==> src/rtl/fhl_pkg.sv <==
package fhl_pkg;
  typedef enum logic [2:0] {PH_HDR, PH_GLO, PH_GHI, PH_LOC, PH_SZ, PH_PRM} phase_e;
  typedef enum logic [1:0] {S_IDLE, S_REQ, S_RSP, S_FIN} state_e;
  typedef enum logic [1:0] {E_NONE = 2'd0, E_ZERO = 2'd1, E_ALIGN = 2'd2, E_LIMIT = 2'd3} err_e;

  localparam logic [3:0] TYPE_ACCEL = 4'd1;
  localparam logic [3:0] TYPE_MGMT  = 4'd4;

  typedef struct packed {
    logic [3:0]  typ;
    logic [7:0]  ver;
    logic        eol;
    logic [23:0] nxt;
    logic [3:0]  rev;
    logic [11:0] id;
  } hdr_t;

  typedef struct packed {
    logic [28:0] nxt;
    logic        eop;
  } prm_t;

  typedef struct packed {
    logic [3:0]   typ;
    logic [11:0]  id;
    logic [3:0]   rev;
    logic         warn;
    logic [31:0]  rsize;
    logic [7:0]   nparam;
    logic [127:0] guid;
  } meta_t;
endpackage

==> src/rtl/fhl_word_dec.sv <==
module fhl_word_dec
  import fhl_pkg::*;
(
  input  logic [63:0] word,
  output hdr_t        hdr,
  output prm_t        prm
);
  always_comb begin
    hdr.typ = word[63:60];
    hdr.ver = word[59:52];
    hdr.eol = word[40];
    hdr.nxt = word[39:16];
    hdr.rev = word[15:12];
    hdr.id  = word[11:0];
    prm.nxt = word[63:35];
    prm.eop = word[32];
  end
endmodule

==> src/rtl/fhl_table.sv <==
module fhl_table
  import fhl_pkg::*;
#(
  parameter int DEPTH = 8,
  parameter int AW    = 48,
  localparam int IW   = $clog2(DEPTH)
) (
  input  logic          clk,
  input  logic          we,
  input  logic [IW-1:0] waddr,
  input  meta_t         wmeta,
  input  logic [AW-1:0] wbase,
  input  logic [IW-1:0] raddr,
  output meta_t         rmeta,
  output logic [AW-1:0] rbase
);
  meta_t         meta_q [DEPTH];
  logic [AW-1:0] base_q [DEPTH];

  for (genvar g = 0; g < DEPTH; g++) begin : g_ent
    always_ff @(posedge clk) begin
      if (we && waddr == IW'(g)) begin
        meta_q[g] <= wmeta;
        base_q[g] <= wbase;
      end
    end
  end

  assign rmeta = meta_q[raddr];
  assign rbase = base_q[raddr];
endmodule

==> src/rtl/fhl_walker.sv <==
module fhl_walker
  import fhl_pkg::*;
#(
  parameter int AW        = 48,
  parameter int MAX_FEAT  = 8,
  parameter int MAX_PARAM = 15,
  localparam int FCW      = $clog2(MAX_FEAT + 1),
  localparam int FIW      = $clog2(MAX_FEAT)
) (
  input  logic           clk,
  input  logic           rst_n,
  input  logic           start,
  input  logic [AW-1:0]  base_addr,
  output logic           busy,
  output logic           done,
  output logic           err,
  output logic [1:0]     err_code,
  output logic [FCW-1:0] feat_count,
  output logic           rd_req_valid,
  input  logic           rd_req_ready,
  output logic [AW-1:0]  rd_req_addr,
  input  logic           rd_rsp_valid,
  output logic           rd_rsp_ready,
  input  logic [63:0]    rd_rsp_data,
  input  logic [FIW-1:0] tab_idx,
  output logic [3:0]     tab_type,
  output logic [11:0]    tab_id,
  output logic [3:0]     tab_rev,
  output logic           tab_warn,
  output logic [AW-1:0]  tab_base,
  output logic [31:0]    tab_size,
  output logic [7:0]     tab_nparam,
  output logic [127:0]   tab_guid
);
  state_e        state;
  phase_e        phase;
  logic [AW-1:0] hdr_addr, prm_addr, base_r;
  hdr_t          hdr_r, dec_h;
  prm_t          dec_p;
  logic          v1_r, warn_r;
  logic [31:0]   size_r;
  logic [127:0]  guid_r;
  logic [7:0]    pcnt;
  logic [AW-1:0] loc_val;
  meta_t         wmeta, rmeta;

  fhl_word_dec u_dec (.word(rd_rsp_data), .hdr(dec_h), .prm(dec_p));

  assign loc_val = {rd_rsp_data[AW-1:1], 1'b0};

  always_comb begin
    unique case (phase)
      PH_GLO:  rd_req_addr = hdr_addr + AW'(8);
      PH_GHI:  rd_req_addr = hdr_addr + AW'(16);
      PH_LOC:  rd_req_addr = hdr_addr + AW'(24);
      PH_SZ:   rd_req_addr = hdr_addr + AW'(32);
      PH_PRM:  rd_req_addr = prm_addr;
      default: rd_req_addr = hdr_addr;
    endcase
  end

  assign rd_req_valid = (state == S_REQ);
  assign rd_rsp_ready = (state == S_RSP);
  assign busy         = (state != S_IDLE);

  always_ff @(posedge clk) begin
    if (!rst_n) begin
      state <= S_IDLE; phase <= PH_HDR; done <= 1'b0; err <= 1'b0;
      err_code <= E_NONE; feat_count <= '0; hdr_addr <= '0; prm_addr <= '0;
      hdr_r <= '0; v1_r <= 1'b0; warn_r <= 1'b0; base_r <= '0;
      size_r <= '0; guid_r <= '0; pcnt <= '0;
    end else begin
      unique case (state)
        S_IDLE: if (start) begin
          state <= S_REQ; phase <= PH_HDR; hdr_addr <= base_addr;
          done <= 1'b0; err <= 1'b0; err_code <= E_NONE; feat_count <= '0;
        end
        S_REQ: if (rd_req_ready) state <= S_RSP;
        S_RSP: if (rd_rsp_valid) begin
          state <= S_REQ;
          unique case (phase)
            PH_HDR: begin
              hdr_r <= dec_h; v1_r <= (dec_h.ver == 8'd1); warn_r <= (dec_h.ver > 8'd1);
              base_r <= hdr_addr; size_r <= 32'(dec_h.nxt); guid_r <= '0; pcnt <= '0;
              if (dec_h.ver == 8'd1 || dec_h.typ == TYPE_ACCEL || dec_h.typ == TYPE_MGMT)
                phase <= PH_GLO;
              else state <= S_FIN;
            end
            PH_GLO: begin guid_r[63:0] <= rd_rsp_data; phase <= PH_GHI; end
            PH_GHI: begin
              guid_r[127:64] <= rd_rsp_data;
              if (v1_r) phase <= PH_LOC; else state <= S_FIN;
            end
            PH_LOC: begin
              base_r <= rd_rsp_data[0] ? loc_val : hdr_addr + loc_val;
              phase  <= PH_SZ;
            end
            PH_SZ: begin
              size_r <= rd_rsp_data[63:32];
              if (rd_rsp_data[31]) begin
                prm_addr <= hdr_addr + AW'(40); phase <= PH_PRM;
              end else state <= S_FIN;
            end
            default: begin
              if (pcnt == 8'(MAX_PARAM)) begin
                state <= S_IDLE; done <= 1'b1; err <= 1'b1; err_code <= E_LIMIT;
              end else begin
                pcnt <= pcnt + 8'd1;
                if (dec_p.eop) state <= S_FIN;
                else if (dec_p.nxt == '0) begin
                  state <= S_IDLE; done <= 1'b1; err <= 1'b1; err_code <= E_ZERO;
                end else prm_addr <= prm_addr + AW'({dec_p.nxt, 3'b000});
              end
            end
          endcase
        end
        default: begin
          feat_count <= feat_count + FCW'(1);
          phase      <= PH_HDR;
          if (hdr_r.eol) begin
            state <= S_IDLE; done <= 1'b1;
          end else if (hdr_r.nxt == '0 || hdr_r.nxt[2:0] != 3'd0 ||
                       feat_count + FCW'(1) == FCW'(MAX_FEAT)) begin
            state <= S_IDLE; done <= 1'b1; err <= 1'b1;
            err_code <= (hdr_r.nxt == '0) ? E_ZERO :
                        (hdr_r.nxt[2:0] != 3'd0) ? E_ALIGN : E_LIMIT;
          end else begin
            state <= S_REQ; hdr_addr <= hdr_addr + AW'(hdr_r.nxt);
          end
        end
      endcase
    end
  end

  always_comb begin
    wmeta.typ    = hdr_r.typ;
    wmeta.id     = hdr_r.id;
    wmeta.rev    = hdr_r.rev;
    wmeta.warn   = warn_r;
    wmeta.rsize  = size_r;
    wmeta.nparam = pcnt;
    wmeta.guid   = guid_r;
  end

  fhl_table #(.DEPTH(MAX_FEAT), .AW(AW)) u_tab (
    .clk(clk), .we(state == S_FIN), .waddr(feat_count[FIW-1:0]),
    .wmeta(wmeta), .wbase(base_r), .raddr(tab_idx), .rmeta(rmeta), .rbase(tab_base)
  );

  assign tab_type   = rmeta.typ;
  assign tab_id     = rmeta.id;
  assign tab_rev    = rmeta.rev;
  assign tab_warn   = rmeta.warn;
  assign tab_size   = rmeta.rsize;
  assign tab_nparam = rmeta.nparam;
  assign tab_guid   = rmeta.guid;
endmodule


==> config.mk <==
export PLATFORM = sky130hd
export DESIGN_NAME = fhl_walker
export DESIGN_NICKNAME = d
export VERILOG_FILES = /design/src/rtl/fhl_pkg.sv /design/src/rtl/fhl_word_dec.sv /design/src/rtl/fhl_table.sv /design/src/rtl/fhl_walker.sv
export SDC_FILE = /design/constraint.sdc
export NUM_CORES = 2
export LEC_CHECK = 0
export ABC_CLOCK_PERIOD_IN_PS = 7300
export BUFFER_PORTS_ARGS = -buffer_cell sky130_fd_sc_hd__buf_4
export CAP_MARGIN = 25
export CORE_ASPECT_RATIO = 1.4
export CORE_UTILIZATION = 56
export CTS_CLUSTER_DIAMETER = 200
export DETAILED_ROUTE_END_ITERATION = 12
export PLACE_DENSITY = 0.82
export SLEW_MARGIN = 20
export SYNTH_ARGS = -nofsm -noshare
export SYNTH_HDL_FRONTEND = slang
export SYNTH_SLANG_ARGS = --single-unit
==> constraint.sdc <==
create_clock -name clk -period 7.3 [get_ports clk]
set_input_delay 0.73 -clock clk [delete_from_list [all_inputs] [get_ports clk]]
set_output_delay 0.73 -clock clk [all_outputs]
set_load 0.005 [all_outputs]
=== Word-level counts from Yosys, hierarchy flattened ===
Memory sizes are Yosys's and may differ from the RTL's.
Cells that the tools add are included.

* RAM bits: 1896
* Logic and storage cells: 251
* Register bits after elaboration: 372
* Memories kept: 2
* Input port bits: 120
* Output and inout bits: 296

* Reductions and logical operators: 57
* Eq/ne operators: 38
* Order comparisons: 1
* Multiplexer cells: 119
* $add $sub $neg: 10
* Bitwise operators: 4

{| class="wikitable"
|+ Memory list
! name !! depth !! bits a word !! read ports !! clocked after Yosys merged registers in !! write ports !! line !! RTL
|-
| u_tab.meta_q || 8 || 189 || 1 || 0 || 1 || fhl_table.sv:17 || <nowiki>meta_t meta_q [DEPTH];</nowiki>
|-
| u_tab.base_q || 8 || 48 || 1 || 0 || 1 || fhl_table.sv:18 || <nowiki>logic [AW-1:0] base_q [DEPTH];</nowiki>
|}

{| class="wikitable"
|+ Operators with widths
! cell !! number
|-
| $mux W189 || 7
|-
| $reduce_or A189 Y1 || 7
|-
| $mux W48 || 15
|-
| $reduce_or A48 Y1 || 7
|-
| $pmux W48 S2 || 3
|-
| $pmux W64 S2 || 2
|-
| $pmux W48 S5 || 1
|-
| $add A48 B5 Y48 const B || 2
|-
| $add A48 B6 Y48 const B || 2
|-
| $pmux W32 S2 || 1
|-
| $mux W3 || 19
|-
| $add A48 B24 Y48 || 1
|-
| $add A48 B32 Y48 || 1
|-
| $add A48 B4 Y48 const B || 1
|-
| $add A48 B48 Y48 || 1
|-
| $mux W1 || 43
|-
| $mux W2 || 17
|-
| $logic_not A29 Y1 || 1
|-
| $logic_not A24 Y1 || 1
|-
| $reduce_and A7 Y1 || 3
|-
| $eq A3 B3 Y1 const B || 6
|-
| $reduce_and A3 Y1 || 6
|-
| $pmux W8 S2 || 1
|-
| $pmux W3 S5 || 1
|-
| other kinds (39) || 80
|}

=== Depth between registers and ports, before layout ===
* Depth in word-level cells: 12
* Mapped depth: 16
* Depth with buffers taken out: 14

=== Hierarchy ===
From an unflattened synthesis, not the netlist that was laid out.

* Cells, all modules: 5991
* Area, all modules: 97473.5 sq um

{| class="wikitable"
|+ Modules (own cells, without submodules)
! module !! seq. area each (sq um) !! area an instance (sq um) !! instances !! cells each
|-
| fhl_table || 56934.6 || 73001.3 || 1 || 2752
|-
| fhl_walker || 7447.1 || 23849.1 || 1 || 3156
|-
| fhl_word_dec || 0.0 || 623.1 || 1 || 83
|}

=== Worst setup path before layout ===
Ideal clock, no wire load.

* Kind: reg2reg
* From: register state[0]
* To: memory u_tab.base_q[0][0], enable pin
* Required time: 6.671 ns
* Setup time: 0.629 ns
* Arrival time: 6.261 ns
* Clock period less this slack: 6.890 ns
* Path slack: 0.410 ns
* Path buffers: 0
* Cell stages (with the launch flop): 4
* Cells stage by stage: dfxtp_1 > ha_1 > nor2b_1 > and2_1

* Longest elaborated chain between the ends: 12
* Elaborated cells on any way between the ends: 46
* Those cells by class: eq/ne: 1; mux: 30; reduce/logical: 15

{| class="wikitable"
|+ Ends and longest elaborated chain
! what !! line !! RTL
|-
| from (decl) || fhl_walker.sv:35 || <nowiki>state_e state;</nowiki>
|-
| from (signal assigned) || fhl_walker.sv:68 || <nowiki>state <= S_IDLE; phase <= PH_HDR; done <= 1'b0; err <= 1'b0;</nowiki>
|-
| from (signal assigned) || fhl_walker.sv:75 || <nowiki>state <= S_REQ; phase <= PH_HDR; hdr_addr <= base_addr;</nowiki>
|-
| from (signal assigned) || fhl_walker.sv:78 || <nowiki>S_REQ: if (rd_req_ready) state <= S_RSP;</nowiki>
|-
| $eq A2 B2 Y1 * || fhl_walker.sv:146 || <nowiki>.clk(clk), .we(state == S_FIN), .waddr(feat_count[FIW-1:0]),</nowiki>
|-
| $logic_and A1 B1 Y1 || fhl_table.sv:22 || <nowiki>if (we && waddr == IW'(g)) begin</nowiki>
|-
| $mux W1 || fhl_table.sv:22 ||
|-
| $mux W1 (implied by the code) || fhl_table.sv:24 || <nowiki>base_q[g] <= wbase;</nowiki>
|-
| $reduce_or A48 Y1 (no source line) || n/a ||
|-
| $mux W3 (no source line) or $mux W1 (tied branches) (7 in a row) || n/a ||
|-
| to (decl) || fhl_table.sv:18 ||
|}

Every way passes the cells marked *; elsewhere a longest branch is shown, timed or not.

=== Worst setup path after layout ===
* From: register phase[0]
* To: output rd_req_addr[44]

* Longest elaborated chain between the ends: 2
* Elaborated cells on any way between the ends: 6
* Those cells by class: eq/ne: 5; mux: 1

{| class="wikitable"
|+ Ends and longest elaborated chain
! what !! line !! RTL
|-
| from (decl) || fhl_walker.sv:36 || <nowiki>phase_e phase;</nowiki>
|-
| from (signal assigned) || fhl_walker.sv:68 ||
|-
| from (signal assigned) || fhl_walker.sv:75 ||
|-
| from (signal assigned) || fhl_walker.sv:86 || <nowiki>phase <= PH_GLO;</nowiki>
|-
| $eq A3 B3 Y1 (tied with other cells) || fhl_walker.sv:52 || <nowiki>unique case (phase)</nowiki>
|-
| $pmux W48 S5 * || fhl_walker.sv:52 ||
|-
| to (decl) || fhl_walker.sv:21 || <nowiki>output logic [AW-1:0] rd_req_addr,</nowiki>
|}

Marks and branches as above.

==> flow_summary.toml <==
[synthesis]
syn_area_per_cell_sq_um = 15.74
synth_edf_count = 1896
ys_async_sr_fraction_pct = 0
yosys_warnings = 0
yosysMostFrequentCell = "edfxtp_1"
ys_types = 92
ys.flop_type = "edfxtp_1"
synth_commonest_cells = "edfxtp_1, nand2_1, mux4_2"
synth_area_leaders = "edfxtp_1, mux4_2, dfxtp_1, mux2_2, nand2_1"
ys_seq_area_share_pct = 67.92
synth_area_sq_um = 94790
syn_nets = 6261
postSynthCellCount = 6021
yosys_register_bits = 2268
synth_top_area_share_pct = 60.07
synth_largest_area_cell = "edfxtp_1"

[placement]
hpwl_um = 172200
gp_congestion = 1.027
portBuffers = 415
dpl_cell_area_sq_um = 100400

[global_routing]
grt_pass1_wl_um = 409600
grt_max_degree = 153
globalRouteOverflowTotal = 0
grt_pass1_vias = 57860
track_usage_pct = 33.77
antenna_found_initial = 22

[outcome]
status = "complete, no violations"

[worst_setup_path]
reg2reg_depth = 11
slowest_stage = "buf_4"
r2r_slack_ps = 2850
cp_common_cell = "buf_4"
reg2reg_to = "prm_addr[47]$_SDFFE_PN0P_"
r2r_start = "phase[2]$_SDFFE_PN0P_"
crit_fanout = 61
crit_chain = "buf_4 > nor2b_1 > and2_2 > buf_4 > ha_1 > a21oi_1 > nor2_1 > a22o_1 > nand2_1 > a21boi_0 > nand2_1 > nor3_1 > a221o_1 > buf_4"
required_ps = 6570
critical_path.endpoint_type = "output port"
start_kind = "flip-flop"
crit_arrival_ps = 5000
max_stage_delay_ps = 530
critPathKind = "reg -> out"

[die]
core_sq_um = 168100
die_h_um = 488.8
start_util_pct = 56.37
dieArea_sq_um = 170900
die_w_um = 349.7
rows = 178
ios = 416

[sta]
worst_slew_pin_slew_ps = 1197
min_period_ps = 5726
max_freq_mhz = 174.6
setup-tns-final_ps = 0
fin_crit_sh_pct = 78.44
fin_skew_ps = 53.78
slew_viol_final = 0
setup_viol = 0
relSlewSlack_pct = 19.90
rsz0062_at_grt = "false"
hold_viol = 0

[pwr]
p_leak_nw = 35.14
vdd_drop_max_v = 0.0002531
power_density_nw_per_um2 = 281.8

[worst_hold_path]
hold_depth = 3
hold_end = "hdr_addr[17]$_SDFFE_PN0P_"
min-delay-path-class = "in -> reg"
hold_start = "base_addr[17]"

[finish]
synthToLayoutAreaGrowth_pct = 13.05
nNetsFinal = 6589
drive_gt1_share_pct = 24.37
stdcell_area_sq_um = 107200

[clocking]
htreeDepth = 4
clock-sinks = 2268
clock_latency_ps = 880
cts.repair.resized = 0
postCtsSetupRepairBufs = 0
cts_buffer_depth = 3
numCtsBuffers = 198
hold_buffers = 0
path_clk_slew_ps = 60
cts_tree = "done"
clock-root-buffer = "clkbuf_16"

[route]
vias = 59150
drt_iter0_markers = 7561
ant_nets = 0
post_drt_via_cell_ratio = 6.736
wl_per_cell_um = 32.93
drc = 0
firstDrtPassIters = 7
routed_wl_um = 289200

[run]
maxCapViolations = 0
## how the worst max path moves through the flow
stage	from	endpoint	slack, ps	cells after the start
floorplan	state[0]$_SDFFE_PN0P_	u_tab.base_q[0][0]$_DFFE_PP_	410	3
global placement	phase[0]$_SDFFE_PN0P_	rd_req_addr[36]	2530	14
CTS	phase[0]$_SDFFE_PN0P_	rd_req_addr[44]	1610	14
detailed placement	phase[0]$_SDFFE_PN0P_	rd_req_addr[44]	2540	14
global route	phase[0]$_SDFFE_PN0P_	rd_req_addr[44]	1330	14
finish	phase[0]$_SDFFE_PN0P_	rd_req_addr[44]	1570	14
## power by group
group	leakage [nW]	switching (W)	internal, W	total, W
logic	11.7	0.00290	0.00164	0.00454
registers	20.1	0.000494	0.0143	0.0148
clock network	3.30	0.00477	0.00609	0.0109
## per-layer routing
layer	routed length, um	track usage, %	part of all wire [%]	vias to the layer above
met3	33770	8.089	12	688
met2	134100	52.45	46	3985
li1	-	-	-	24410
met4	16550	17.86	5.7	8
met5	53	0	0.018	-
met1	104700	44.41	36	30060
## state kept, by name, indices dropped and copies added (netlist names)
name / flops
hdr_r: 45
err: 1
pcnt: 8
prm_addr: 48
guid_r: 128
feat_count: 4
state: 2
err_code: 2
phase: 3
warn_r: 1
u_tab.base_q: 384
size_r: 32
v1_r: 1
u_tab.meta_q: 1512
hdr_addr: 48
done: 1
base_r: 48
## cell usage in the layout, fill, tap and decap left out, drive strengths merged, types with 26 or more instances in the layout
| master | Yosys | routed |
|---|---|---|
| a211oi | 45 | 45 |
| a21o | 68 | 68 |
| a21oi | 341 | 341 |
| a22oi | 76 | 76 |
| a311oi | 33 | 33 |
| a31oi | 36 | 36 |
| and2 | 33 | 33 |
| and3 | 39 | 39 |
| buf | 93 | 512 |
| clkbuf | 291 | 267 |
| clkinv | 0 | 70 |
| dfxtp | 372 | 372 |
| edfxtp | 1896 | 1896 |
| ha | 116 | 116 |
| inv | 47 | 55 |
| mux2 | 240 | 240 |
| mux4 | 474 | 474 |
| nand2 | 531 | 531 |
| nand3 | 156 | 156 |
| nand4 | 38 | 38 |
| nor2 | 328 | 328 |
| nor3 | 73 | 73 |
| nor4 | 26 | 26 |
| o211ai | 71 | 71 |
| o21ai | 173 | 173 |
| or3 | 30 | 30 |
| xnor2 | 79 | 79 |
| xor2 | 57 | 57 |
## per-stage QoR
stage / hold slack, ps / cells / util (%) / setup slack, ps / total power [W]
finish: 168.4 / 8781 / 63.73 / 1574 / 0.03020
global route: 199.6 / 8772 / 63.71 / 1332 / 0.03097
CTS: 124.1 / 8771 / 63.71 / 1605 / 0.03012
detailed placement: 450.1 / 8399 / 59.70 / 2538 / 0.01940
global placement: 444.9 / 8398 / 59.70 / 2527 / 0.01932
floorplan: 436.6 / 6021 / - / 409.8 / 0.01750
## worst max-delay path: cells and delay by family (launching register included)
kind / cells / cell delay [ps]
AO/OA/AOI/OAI: 4 / 1270
AND/OR/NAND/NOR: 6 / 1030
flip-flops: 1 / 310
buffers and inverters: 3 / 1140
adder cells (fa/ha/maj): 1 / 360
## final cells by class
class	instances	area (sq um)
Clock inverter	105	1255
Timing Repair Buffer	512	4129
Tap cell	2250	2815
Clock buffer	267	5488
Fill cell	11390	60990
Multi-Input combinational cell	3322	28880
Inverter	47	183.9
Antenna cell	10	25.02
Sequential cell	2268	64380
## cells by family (layout without fill, tap and decap cells)
logic type,after synthesis,in the layout,synth area share (%)
AO/OA/AOI/OAI,1019,1019,7.009
XOR/XNOR,136,136,1.257
adder cells (fa/ha/maj),120,120,1.616
buffers and inverters,431,931,1.719
flip-flops,2268,2268,67.92
multiplexers,726,726,14.24
other,0,10,0
AND/OR/NAND/NOR,1321,1321,6.236
Note: power is estimated with default switching activity, not from simulation.
